===== src/rtl/nest_upd_pkg.sv =====
package nest_upd_pkg;

  // 2-bit nesting marker held in the top bits of each entry
  typedef enum logic [1:0] {
    MK_MID   = 2'b00,
    MK_OPEN  = 2'b01,
    MK_CLOSE = 2'b10,
    MK_BOTH  = 2'b11
  } mark_e;

  typedef enum logic [2:0] {
    ST_IDLE,
    ST_READ,
    ST_EVAL,
    ST_WRITE,
    ST_DONE
  } eng_state_e;

  function automatic logic mk_opens(input logic [1:0] m);
    return m[0];
  endfunction

  function automatic logic mk_closes(input logic [1:0] m);
    return m[1];
  endfunction

endpackage


===== src/rtl/scan_walker.sv =====
module scan_walker #(
  parameter int IDX_W = 24,
  parameter int LEN_W = $clog2(IDX_W + 1)
) (
  input  logic             clk,
  input  logic             rst_n,
  input  logic             load,
  input  logic [IDX_W-1:0] start,
  input  logic [LEN_W-1:0] len,
  input  logic             step,
  output logic [IDX_W-1:0] addr,
  output logic             first,
  output logic             last
);

  localparam logic [LEN_W-1:0] FULL_LEN = LEN_W'(IDX_W);

  logic [LEN_W-1:0] sh_amt;
  logic [IDX_W:0]   span;
  logic [IDX_W-1:0] rem_q;
  logic [IDX_W-1:0] addr_q;
  logic             first_q;

  always_comb begin
    sh_amt = (len >= FULL_LEN) ? '0 : (FULL_LEN - len);
    span   = {{IDX_W{1'b0}}, 1'b1} << sh_amt;
  end

  always_ff @(posedge clk) begin
    if (!rst_n) begin
      rem_q   <= '0;
      addr_q  <= '0;
      first_q <= 1'b0;
    end else if (load) begin
      rem_q   <= IDX_W'(span - 1'b1);
      addr_q  <= start;
      first_q <= 1'b1;
    end else if (step) begin
      rem_q   <= rem_q - 1'b1;
      addr_q  <= addr_q + 1'b1;
      first_q <= 1'b0;
    end
  end

  assign addr  = addr_q;
  assign first = first_q;
  assign last  = (rem_q == '0);

endmodule


===== src/rtl/depth_tracker.sv =====
module depth_tracker #(
  parameter int IDX_W = 24,
  parameter int DEP_W = $clog2(IDX_W + 2)
) (
  input  logic       clk,
  input  logic       rst_n,
  input  logic       clear,
  input  logic       step,
  input  logic       first,
  input  logic [1:0] mark,
  output logic       hit
);
  import nest_upd_pkg::*;

  logic [DEP_W-1:0] depth_q;
  logic [DEP_W-1:0] raised;
  logic [DEP_W-1:0] depth_d;

  always_comb begin
    raised = depth_q + DEP_W'(mk_opens(mark));
    hit    = first || (raised == '0);
    if (first)
      depth_d = '0;
    else if (mk_closes(mark) && (raised != '0))
      depth_d = raised - 1'b1;
    else
      depth_d = raised;
  end

  always_ff @(posedge clk) begin
    if (!rst_n || clear)
      depth_q <= '0;
    else if (step)
      depth_q <= depth_d;
  end

endmodule


===== src/rtl/nest_upd_engine.sv =====
module nest_upd_engine #(
  parameter int IDX_W = 24,
  parameter int HOP_W = 15,
  parameter int LEN_W = $clog2(IDX_W + 1),
  parameter int ENT_W = HOP_W + 2
) (
  input  logic             clk,
  input  logic             rst_n,
  input  logic             cmd_valid,
  output logic             cmd_ready,
  input  logic [IDX_W-1:0] cmd_start,
  input  logic [LEN_W-1:0] cmd_len,
  input  logic [HOP_W-1:0] cmd_hop,
  input  logic             lkp_busy,
  output logic             mem_req,
  output logic             mem_we,
  output logic [IDX_W-1:0] mem_addr,
  output logic [ENT_W-1:0] mem_wdata,
  input  logic [ENT_W-1:0] mem_rdata,
  output logic             done
);
  import nest_upd_pkg::*;

  localparam logic [ENT_W-1:0] MARK_MASK = {2'b11, {HOP_W{1'b0}}};

  eng_state_e       state_q;
  logic [HOP_W-1:0] hop_q;
  logic [ENT_W-1:0] ent_q;
  logic             hit_q;
  logic             accept;
  logic             advance;
  logic [IDX_W-1:0] cur_addr;
  logic             cur_first;
  logic             cur_last;
  logic             dep_hit;

  assign accept  = cmd_valid && cmd_ready;
  assign advance = (state_q == ST_WRITE) && (!hit_q || !lkp_busy);

  scan_walker #(.IDX_W(IDX_W), .LEN_W(LEN_W)) u_walk (
    .clk   (clk),
    .rst_n (rst_n),
    .load  (accept),
    .start (cmd_start),
    .len   (cmd_len),
    .step  (advance && !cur_last),
    .addr  (cur_addr),
    .first (cur_first),
    .last  (cur_last)
  );

  depth_tracker #(.IDX_W(IDX_W)) u_depth (
    .clk   (clk),
    .rst_n (rst_n),
    .clear (accept),
    .step  (state_q == ST_EVAL),
    .first (cur_first),
    .mark  (mem_rdata[ENT_W-1 -: 2]),
    .hit   (dep_hit)
  );

  always_ff @(posedge clk) begin
    if (!rst_n) begin
      state_q <= ST_IDLE;
      hop_q   <= '0;
      ent_q   <= '0;
      hit_q   <= 1'b0;
    end else begin
      unique case (state_q)
        ST_IDLE: if (accept) begin
          hop_q   <= cmd_hop;
          state_q <= ST_READ;
        end
        ST_READ: if (!lkp_busy) state_q <= ST_EVAL;
        ST_EVAL: begin
          ent_q   <= mem_rdata;
          hit_q   <= dep_hit;
          state_q <= ST_WRITE;
        end
        ST_WRITE: if (advance) state_q <= cur_last ? ST_DONE : ST_READ;
        ST_DONE: state_q <= ST_IDLE;
        default: state_q <= ST_IDLE;
      endcase
    end
  end

  always_comb begin
    cmd_ready = (state_q == ST_IDLE);
    done      = (state_q == ST_DONE);
    mem_we    = (state_q == ST_WRITE);
    mem_addr  = cur_addr;
    mem_wdata = (ent_q & MARK_MASK) | {2'b00, hop_q};
    unique case (state_q)
      ST_READ:  mem_req = !lkp_busy;
      ST_WRITE: mem_req = hit_q && !lkp_busy;
      default:  mem_req = 1'b0;
    endcase
  end

endmodule


===== config.mk =====
export PLATFORM = sky130hd
export DESIGN_NAME = nest_upd_engine
export DESIGN_NICKNAME = d
export VERILOG_FILES = /design/src/rtl/nest_upd_pkg.sv /design/src/rtl/scan_walker.sv /design/src/rtl/depth_tracker.sv /design/src/rtl/nest_upd_engine.sv
export SDC_FILE = /design/constraint.sdc
export NUM_CORES = 1
export LEC_CHECK = 0
export BUFFER_PORTS_ARGS = -buffer_cell sky130_fd_sc_hd__buf_2
export CORE_AREA = 2 2 148 107
export CTS_BUF_LIST = sky130_fd_sc_hd__clkbuf_4
export CTS_CLUSTER_DIAMETER = 60
export DETAILED_ROUTE_END_ITERATION = 12
export DIE_AREA = 0 0 150 109
export PLACE_DENSITY = 0.59
export RECOVER_POWER = 50
export SETUP_SLACK_MARGIN = 0.1
export SLEW_MARGIN = 20
export SYNTH_ARGS = -nofsm -noshare
export SYNTH_HDL_FRONTEND = slang
export SYNTH_HIERARCHICAL = 1
export SYNTH_SLANG_ARGS = --single-unit

===== constraint.sdc =====
create_clock -name clk -period 6.45 [get_ports clk]
set_input_delay 1.29 -clock clk [delete_from_list [all_inputs] [get_ports clk]]
set_output_delay 1.29 -clock clk [all_outputs]
set_load 0.01 [all_outputs]

==> qor.csv, run 1 <==
stage,metric,value,unit
outcome,result of the run,"finished, violations left",
outcome,failing checks,"capacitance limit, slew limit",
grt,vias in the first global route,4550,
floorplanning,# IOs,110,
sta,Final setup viols,0,
clock_network,Clock Latency Late Sink,0.43,ns
grt,total global-route track usage,17.5,%
clock_network,H-Tree Depth,3,
placed_design,post-DP HPWL,10300,um
synthesis,Mean Syn Cell Area,7.85,um2
sta,unrepaired setup endpoints after global routing,no,
synthesis,Post-Synthesis Cells,652,
synthesis,area fraction in compound gates after synthesis,24.1,%
clock_network,Clk Tree Root Cell,clkbuf_4,
pwr,P per Cell Area,291,nW/um2
layout,layout cells sized above 1,13.0,%
setup_path,Most common cell on crit path,clkbuf_1,
layout,"commonest non-fill, non-tap cell in the layout",nand2_1,
floorplanning,std cell rows,38,
sta,worst rel slew slack,-38.6,%
synthesis,top-area cell type share of the netlist area,29.3,%
sta,total negative slack,0,ns
setup_path,"slowest stage delay, CP",1.30,ns
grt,antenna violations before repair,0,
route,vias,5020,
synthesis,Synth cell types,85,
clock_network,Clock Sinks,75,
sta,Max Clock Skew,0.0198,ns
setup_path,Reg2Reg Setup Slack,1.78,ns
synthesis,Yosys reg bits,75,
floorplanning,area of the die,16400,um2
clock_network,Post-CTS Repair Setup Buffers,0,
setup_path,Worst setup EP type,flip-flop,
route,DRC,0,
synthesis,Syn Nets,723,
clock_network,total CTS buffers,9,
floorplanning,Chip Height,109,um
route,final wirelength,14100,um
min_path,HP Class,reg2reg,
clock_network,post-CTS sizing,0,
sta,"Period Utilization, post-route",79.9,%
setup_path,Worst EP arrival,5.52,ns
synthesis,"EDFF count, synth",0,
route,drt wl/cell,15.3,um
grt,total gr overflow,0,
placed_design,# port buffers,94,
synthesis,Yosys warnings,6,
layout,"commonest non-fill, non-tap cells in the layout","nand2_1, dfxtp_1, buf_2, clkbuf_1, nor2_1",
synthesis,area share of xor/xnor cells in the synthesized design,5.14,%
clock_network,Clock transition at path regs,0.12,ns
layout,Final nets,791,
sta,min cycle time layout,5.15,ns
placed_design,Placement Cell Area,5650,um2
route,drt via density,5.43,
setup_path,Worst EP required,6.81,ns
placed_design,global placer's final weighted congestion,0.878,
sta,count of final hold-check violations,0,
grt,first-pass GRT wire length,23100,um
layout,final core area utilization,38.2,%
setup_path,worst-path cell chain,clkbuf_1 > or4b_1 > clkinv_4 > clkbuf_1 > nor2b_1 > a31o_1 > nand4bb_1 > or3_1 > or4_1 > nand3b_1,
sta,Slew @ Worst Pin,2.08,ns
floorplanning,chip width,150,um
setup_path,Worst setup SP type,primary input,
clock_network,clock buffer depth,2,
route,Detailed Routing Iterations Pass 1,5,
route,drt first-iter violations,495,
floorplanning,Core Box Area,15000,um2
clock_network,hold buffers post-CTS,0,
synthesis,Post-synth ARST share,0,%
synthesis,post-synth design cell area,5120,um2
setup_path,Worst Path Max Fanout,41,
synthesis,Synth area leader,dfxtp_1,
pwr,Leak,2.19,nW
synthesis,sequential cell area fraction in the yosys report,29.3,%
layout,area growth from synthesis to layout,12.1,%
synthesis,Synth Area in Simple Gates,32.3,%
layout,Ant. Diodes,0,
synthesis,mux share of post-synthesis cell area,1.59,%
route,Routed Antenna Nets,0,
synthesis,Post-Synth Adder-Cell Area,1.47,%
sta,Max Fclk,194,MHz
grt,largest net degree at the start of global routing,52,
setup_path,crit path kind,in2reg,
pwr,Worst IR Drop VDD,0.120,mV
setup_path,Worst path slowest cell,clkbuf_1,
floorplanning,initial core utilization,34.1,%
synthesis,synth top area cells,"dfxtp_1, nand2_1, nand3_1",
sta,Pins Over Slew Limit,94,
run,maxcap violations,2,
synthesis,ys flop type,dfxtp_1,
clock_network,TritonCTS clock tree,built,
pwr,total power,0.00167,W
layout,post-route cell area,5740,um2
synthesis,main combinational cell family by area after synthesis,simple AND/OR/NAND/NOR gates,
-- cell usage after synthesis (all sizes together), types with 17 or more instances --
cell,n
nand2,98
dfxtp,75
nor2,43
nand3,39
o21ai,27
clkbuf,26
a21oi,21
a21boi,19
nand4,19
buf,18
and2,17
inv,17
xor2,17
-- state kept, by name (all words and copies together) (netlist names) --
name / flops
u_walk/addr: 24
hop_q: 15
u_depth/depth_q: 5
ent_q: 2
hit_q: 1
state_q: 3
u_walk/rem_q: 24
u_walk/first: 1
-- stage by stage --
| stage | hold slack (ns) | setup WS [ns] | cells |
|---|---|---|---|
| 6_report | 0.473 | 1.30 | 925 |
| 2_1_floorplan | 0.429 | 1.58 | 652 |
| 5_1_grt | 0.490 | 1.01 | 925 |
| 4_1_cts | 0.471 | 2.09 | 925 |
| 3_5_place_dp | 0.454 | 1.60 | 909 |
| 3_3_place_gp | 0.448 | 1.65 | 909 |
-- kinds of logic after synthesis --
group / count (synthesis)
buffers and inverters: 63
XOR/XNOR: 30
flip-flops: 75
multiplexers: 8
AO/OA/AOI/OAI: 158
AND/OR/NAND/NOR: 312
adder cells (fa/ha/maj): 6
-- final timing paths --
kind	endpoint	start	cells past startpoint
setup / recovery	u_walk/rem_q[21]$_SDFFE_PN0P_	cmd_valid	10
hold / removal	hop_q[11]$_SDFFE_PN0P_	hop_q[11]$_SDFFE_PN0P_	2
setup reg to reg	u_walk/rem_q[21]$_SDFFE_PN0P_	state_q[1]$_SDFFE_PN0P_	9
hold reg to reg	hop_q[11]$_SDFFE_PN0P_	hop_q[11]$_SDFFE_PN0P_	2
-- routing by layer --
layer,track usage [%],part of all wire (%),vias to the layer above
li1,-,-,2532
met1,26.9,53,2280
met2,23.8,38,202
met3,4.90,8.7,6
met4,3.57,0.33,0
met5,0,0,-
-- where the power goes --
| group | internal [W] | leakage [nW] | switching (W) | total, W |
|---|---|---|---|---|
| logic | 0.000265 | 1.48 | 0.000443 | 0.000708 |
| clock network | 0.000165 | 0.0885 | 0.000169 | 0.000334 |
| registers | 0.000544 | 0.615 | 0.0000814 | 0.000625 |
| total | 0.000973 | 2.19 | 0.000693 | 0.00167 |
-- critical path, delay by kind of cell --
family	cells	cell delay, ns
buf+inv	3	1.71
simple gates	6	2.21
compound gates	1	0.29
-- layout make-up --
cell class | instances | area, um2
clock inverter | 5 | 77.6
clock buffer | 11 | 82.6
fill | 1627 | 9290
multi-input combinational | 514 | 3290
timing repair buffer | 101 | 458
inverter | 19 | 76.3
sequential | 75 | 1500
tap | 200 | 250
No activity file was read; power rests on OpenSTA's default activity.
==> run 2: changes to the inputs <==
==> constraint.sdc (replaced) <==
create_clock -name clk -period 4.87 [get_ports clk]
set_input_delay 0.974 -clock clk [delete_from_list [all_inputs] [get_ports clk]]
set_output_delay 0.974 -clock clk [all_outputs]
set_load 0.01 [all_outputs]
==> run 2 against run 1 <==
The run still ends with capacitance limit, slew limit left. First-iteration DRC count is 23% lower. Highest routed layer unchanged. Setup slack worse by 0.63 ns. Register-to-register slack worse by 0.98 ns. Critical path depth is 2 higher. Via count is 0.16% lower. Clock skew hardly changed.
==> qor.csv, run 2 (synthesis results as in run 1) <==
stage,metric,value,unit
route,DRC,0,
setup_path,Worst path slowest cell,clkinvlp_2,
pwr,Int Pwr,0.00128,W
sta,Final setup viols,0,
placed_design,post-DP HPWL,10200,um
pwr,Comb pwr share,42.4,%
pwr,Leak,2.20,nW
setup_path,worst-path cell chain,clkbuf_1 > or4b_1 > clkinvlp_2 > and2_1 > a22oi_1 > nor2_1 > a21oi_1 > ha_1 > nand4_2 > nand4b_1 > or4b_1 > nand3_1,
sta,worst rel slew slack,-10.5,%
grt,largest net degree at the start of global routing,43,
pwr,P per Cell Area,384,nW/um2
setup_path,Worst Path Max Fanout,23,
layout,Final nets,794,
clock_network,TritonCTS clock tree,built,
placed_design,global placer's final weighted congestion,0.859,
route,drt via density,5.41,
route,drt wl/cell,15.4,um
floorplanning,chip width,150,um
route,final wirelength,14300,um
grt,grt met1 use,26.9,%
clock_network,hold buffers post-CTS,0,
floorplanning,area of the die,16400,um2
layout,area growth from synthesis to layout,12.2,%
setup_path,Worst EP required,5.24,ns
sta,"Period Utilization, post-route",86.3,%
sta,Max Clock Skew,0.0194,ns
route,vias,5012,
outcome,result of the run,"finished, violations left",
layout,multi-input logic area,3270,um2
setup_path,Worst EP arrival,4.58,ns
layout,layout cells sized above 1,13.3,%
layout,Ant. Diodes,0,
floorplanning,std cell rows,38,
clock_network,post-CTS sizing,0,
layout,"commonest non-fill, non-tap cells in the layout","nand2_1, dfxtp_1, buf_2, clkbuf_1, nor2_1",
setup_path,Most common cell on crit path,or4b_1,
pwr,sequential group share of total power,37.7,%
clock_network,total CTS buffers,9,
grt,total gr overflow,0,
grt,grt met3 use,4.77,%
sta,unrepaired setup endpoints after global routing,no,
sta,min cycle time layout,4.21,ns
min_path,HP Class,reg2reg,
setup_path,CP Buf/Inv Count,2,
outcome,failing checks,"capacitance limit, slew limit",
setup_path,"slowest stage delay, CP",0.65,ns
layout,post-route insts no fill,927,
setup_path,crit path kind,in2reg,
grt,first-pass GRT wire length,23100,um
grt,met2 Resource Use GR,24.1,%
grt,grt peak-use layer,met1,
floorplanning,# IOs,110,
sta,count of final hold-check violations,0,
clock_network,Clk Tree Root Cell,clkbuf_4,
setup_path,Worst setup EP type,flip-flop,
sta,Slew @ Worst Pin,1.66,ns
clock_network,clock buffer depth,2,
grt,vias in the first global route,4517,
clock_network,H-Tree Depth,3,
pwr,Worst IR Drop VDD,0.127,mV
route,Detailed Routing Iterations Pass 1,5,
pwr,clock power share,19.9,%
clock_network,Clock Sinks,75,
setup_path,cell family with the largest share of critical-path delay,simple AND/OR/NAND/NOR gates,
route,drt first-iter violations,382,
layout,flip-flop and latch area,1500,um2
pwr,P_sw,0.000921,W
clock_network,Clock Latency Late Sink,0.44,ns
grt,total global-route track usage,17.5,%
sta,Pins Over Slew Limit,82,
layout,"commonest non-fill, non-tap cell in the layout",nand2_1,
sta,total negative slack,0,ns
clock_network,Post-CTS Repair Setup Buffers,0,
floorplanning,Core Box Area,15000,um2
floorplanning,initial core utilization,34.1,%
route,Routed Antenna Nets,0,
placed_design,# placed instances,912,
pwr,Sw Ratio,41.8,%
placed_design,# port buffers,94,
grt,antenna violations before repair,0,
clock_network,Clock transition at path regs,0.12,ns
sta,Max Fclk,238,MHz
layout,fill cell count,1626,
run,maxcap violations,2,
setup_path,Worst setup SP type,primary input,
floorplanning,Chip Height,109,um
-- run 2: cell count changes in the layout (fill, tap and decap cells not counted) --
cell        previous run  this run
clkinv_2               1         2
clkbuf_1              48        44
buf_2                 48        51
clkinv_1               2         1
a21boi_2               6         3
clkinvlp_2             0         1
a21boi_0              12        15
clkinv_4               2         1
nor3b_2                1         0
nor3b_1                3         4
clkbuf_4              11        10
buf_4                  5         9
-- run 2: routing by layer --
metal / part of all wire (%) / vias up
met5: 0 / -
li1: - / 2530
met2: 38 / 175
met1: 54 / 2300
met4: 0.63 / 0
met3: 7.8 / 7
-- run 2: final cells by class --
cell class,instances,share of cell area [%]
flip-flops and latches,75,26.2
well taps,200,4.36
clock buffers,10,1.31
multi-input cells,514,57.0
clock inverters,5,1.37
inverters,19,1.26
repair buffers,104,8.50
-- run 2: metrics by stage --
step                total power (W)  utilization (%)  hold slack [ns]  setup WS (ns)  instance area, um2
floorplan                   0.00153                -            0.429          0.319                5120
global placement            0.00177             37.8            0.452          0.599                5670
detailed placement          0.00177             37.8            0.453          0.495                5670
CTS                         0.00222             38.8            0.471          0.982                5830
global route                0.00237             38.2            0.486          0.463                5740
finish                      0.00220             38.2            0.469          0.665                5740
-- run 2: path summary, 6_finish.rpt --
kind	startpoint	to	slack, ns	cells past startpoint
worst max-delay path	cmd_valid	u_walk/rem_q[18]$_SDFFE_PN0P_	0.67	12
worst min-delay path	hop_q[11]$_SDFFE_PN0P_	hop_q[11]$_SDFFE_PN0P_	0.47	2
worst max register to register	state_q[1]$_SDFFE_PN0P_	u_walk/rem_q[18]$_SDFFE_PN0P_	0.80	11
worst min register to register	hop_q[11]$_SDFFE_PN0P_	hop_q[11]$_SDFFE_PN0P_	0.47	2
-- run 2: worst reg2reg max path: cells and delay by family, from the launching register on --
| family | cells | cell delay [ns] |
|---|---|---|
| buffers and inverters | 1 | 0.65 |
| AOI/OAI and AO/OA | 2 | 0.43 |
| and+or+nand+nor | 7 | 2.21 |
| adders and majority gates | 1 | 0.22 |
| DFF | 1 | 0.50 |
-- run 2: power groups by stage --
stage	sequential [W]	clock, W	combinational [W]
floorplan	0.000824	0	0.000706
global placement	0.000842	0	0.000933
detailed placement	0.000838	0	0.000934
CTS	0.000826	0.000460	0.000936
global route	0.000849	0.000483	0.00104
finish	0.000830	0.000438	0.000934
==> run 3: changes to the inputs <==
--- a/config.mk
+++ b/config.mk
@@ -8,11 +8,12 @@
 export BUFFER_PORTS_ARGS = -buffer_cell sky130_fd_sc_hd__buf_2
 export CORE_AREA = 2 2 148 107
 export CTS_BUF_LIST = sky130_fd_sc_hd__clkbuf_4
-export CTS_CLUSTER_DIAMETER = 60
+export CTS_CLUSTER_DIAMETER = 30
 export DETAILED_ROUTE_END_ITERATION = 12
 export DIE_AREA = 0 0 150 109
 export PLACE_DENSITY = 0.59
 export RECOVER_POWER = 50
+export REMOVE_ABC_BUFFERS = 1
 export SETUP_SLACK_MARGIN = 0.1
 export SLEW_MARGIN = 20
 export SYNTH_ARGS = -nofsm -noshare
==> run 3 against run 2 <==
The run still ends with capacitance limit, slew limit left. Hold slack improved by 0.0071 ns. Critical path depth is 7 lower. Clock skew shrank 0.0040 ns. Combinational power up 0.9%. Via count grew 0.94%. First-iteration DRC count increased by 3.4%. Setup slack better by 0.24 ns. Critical endpoint is now u_walk/rem_q[13]$_SDFFE_PN0P_. Non-clock buffer count decreased by 2. Routed wire length shrank 0.34%. Critical path type unchanged. Sequential share of layout area grew 0.24 points. Largest power group unchanged.
==> qor.csv, run 3 (synthesis results as in run 1) <==
stage,metric,value,unit
clock_network,Clock Sinks,75,
clock_network,Clk Tree Root Cell,clkbuf_4,
pwr,P_sw,0.000938,W
placed_design,# placed instances,910,
setup_path,Worst setup SP type,primary input,
layout,layout cells sized above 1,12.9,%
grt,total gr overflow,0,
floorplanning,area of the die,16400,um2
clock_network,Clock Latency Late Sink,0.44,ns
setup_path,crit path kind,in2reg,
placed_design,global placer's final weighted congestion,0.914,
clock_network,Clock transition at path regs,0.12,ns
placed_design,# port buffers,94,
route,DRC,0,
outcome,result of the run,"finished, violations left",
clock_network,clock buffer depth,2,
route,drt via density,5.46,
sta,worst rel slew slack,-61.9,%
grt,total global-route track usage,17.2,%
placed_design,post-DP HPWL,10100,um
setup_path,r2r startpoint,state_q[1]$_SDFFE_PN0P_,
grt,largest net degree at the start of global routing,62,
setup_path,Worst EP arrival,4.34,ns
clock_network,H-Tree Depth,3,
clock_network,hold buffers post-CTS,0,
setup_path,Worst path slowest cell,clkbuf_1,
floorplanning,std cell rows,38,
sta,Final setup viols,0,
setup_path,Worst setup EP type,flip-flop,
setup_path,Reg2Reg Setup Slack,1.26,ns
run,maxcap violations,1,
pwr,Worst IR Drop VDD,0.160,mV
pwr,Sw Ratio,44.3,%
outcome,failing checks,"capacitance limit, slew limit",
pwr,Comb pwr share,44.4,%
setup_path,cell family with the largest share of critical-path delay,buffers and inverters,
floorplanning,Chip Height,109,um
route,vias,5059,
sta,Max Clock Skew,0.0154,ns
setup_path,worst-path cell chain,clkbuf_1 > clkbuf_1 > o21ai_0 > a31oi_1 > a41o_1,
pwr,sequential group share of total power,39.2,%
min_path,min-delay src,hop_q[11]$_SDFFE_PN0P_,
sta,Max Fclk,252,MHz
sta,count of final hold-check violations,0,
route,drt first-iter violations,395,
layout,final core area utilization,37.9,%
sta,Slew @ Worst Pin,2.43,ns
grt,vias in the first global route,4359,
setup_path,Worst EP required,5.25,ns
sta,unrepaired setup endpoints after global routing,no,
sta,"Period Utilization, post-route",81.4,%
sta,min cycle time layout,3.97,ns
clock_network,total CTS buffers,9,
setup_path,Most common cell on crit path,clkbuf_1,
route,Routed Antenna Nets,0,
floorplanning,initial core utilization,34.1,%
floorplanning,# IOs,110,
route,Detailed Routing Iterations Pass 1,5,
clock_network,Post-CTS Repair Setup Buffers,0,
layout,"commonest non-fill, non-tap cell in the layout",nand2_1,
floorplanning,chip width,150,um
sta,total negative slack,0,ns
min_path,HP Class,reg2reg,
sta,Pins Over Slew Limit,62,
pwr,P per Cell Area,372,nW/um2
setup_path,"slowest stage delay, CP",1.78,ns
pwr,clock power share,16.4,%
pwr,Int Pwr,0.00118,W
clock_network,TritonCTS clock tree,built,
grt,first-pass GRT wire length,22600,um
layout,Final nets,792,
setup_path,CP Buf/Inv Count,2,
floorplanning,Core Box Area,15000,um2
pwr,Leak,2.17,nW
layout,post-route insts no fill,927,
layout,"commonest non-fill, non-tap cells in the layout","nand2_1, dfxtp_1, buf_2, clkbuf_1, nor2_1",
grt,antenna violations before repair,1,
setup_path,Worst Setup SP,rst_n,
clock_network,post-CTS sizing,0,
route,drt wl/cell,15.3,um
route,final wirelength,14200,um
layout,area growth from synthesis to layout,11.2,%
setup_path,Worst Path Max Fanout,61,
## run 3: area by class of cell
type                            instances  area [um2]
Antenna cell                            1        2.50
Clock inverter                          6        41.3
Tap cell                              200         250
Timing Repair Buffer                  102         473
Fill cell                            1626        9340
Clock buffer                           10        75.1
Sequential cell                        75        1500
Inverter                               19        76.3
Multi-Input combinational cell        514        3270
## run 3: power groups by stage
stage	combinational, W	sequential (W)	clock [W]
6_report	0.000942	0.000829	0.000347
5_1_grt	0.00104	0.000848	0.000393
4_1_cts	0.000943	0.000825	0.000368
3_5_place_dp	0.000937	0.000839	0
3_3_place_gp	0.000940	0.000841	0
2_1_floorplan	0.000640	0.000831	0
## run 3: through the flow
stage               total power [W]  area, um2  hold WS [ns]  worst slack (ns)
CTS                         0.00214       5780         0.472              1.10
floorplan                   0.00147       4880         0.429             0.182
finish                      0.00212       5690         0.476             0.904
detailed placement          0.00178       5660         0.454             0.663
global route                0.00228       5690         0.497             0.482
global placement            0.00178       5660         0.445             0.628
## run 3: final timing paths
check / endpoint / cells past startpoint
setup / recovery: u_walk/rem_q[13]$_SDFFE_PN0P_ / 5
hold / removal: hop_q[11]$_SDFFE_PN0P_ / 2
setup reg to reg: u_walk/rem_q[18]$_SDFFE_PN0P_ / 9
hold reg to reg: hop_q[11]$_SDFFE_PN0P_ / 2
## run 3: metal layers
layer	up-vias	part of all wire, %	GRT usage (%)
met5	-	0	0
met4	0	0.86	3.84
met3	7	8.4	3.64
met2	206	41	25.2
met1	2321	50	25.6
li1	2525	-	-
## run 3: tightest hold or removal path, delay by kind of cell, from the launching register on
| family | cells | cell delay [ns] |
|---|---|---|
| DFF | 1 | 0.33 |
| AOI/OAI and AO/OA | 1 | 0.06 |
| and+or+nand+nor | 1 | 0.05 |
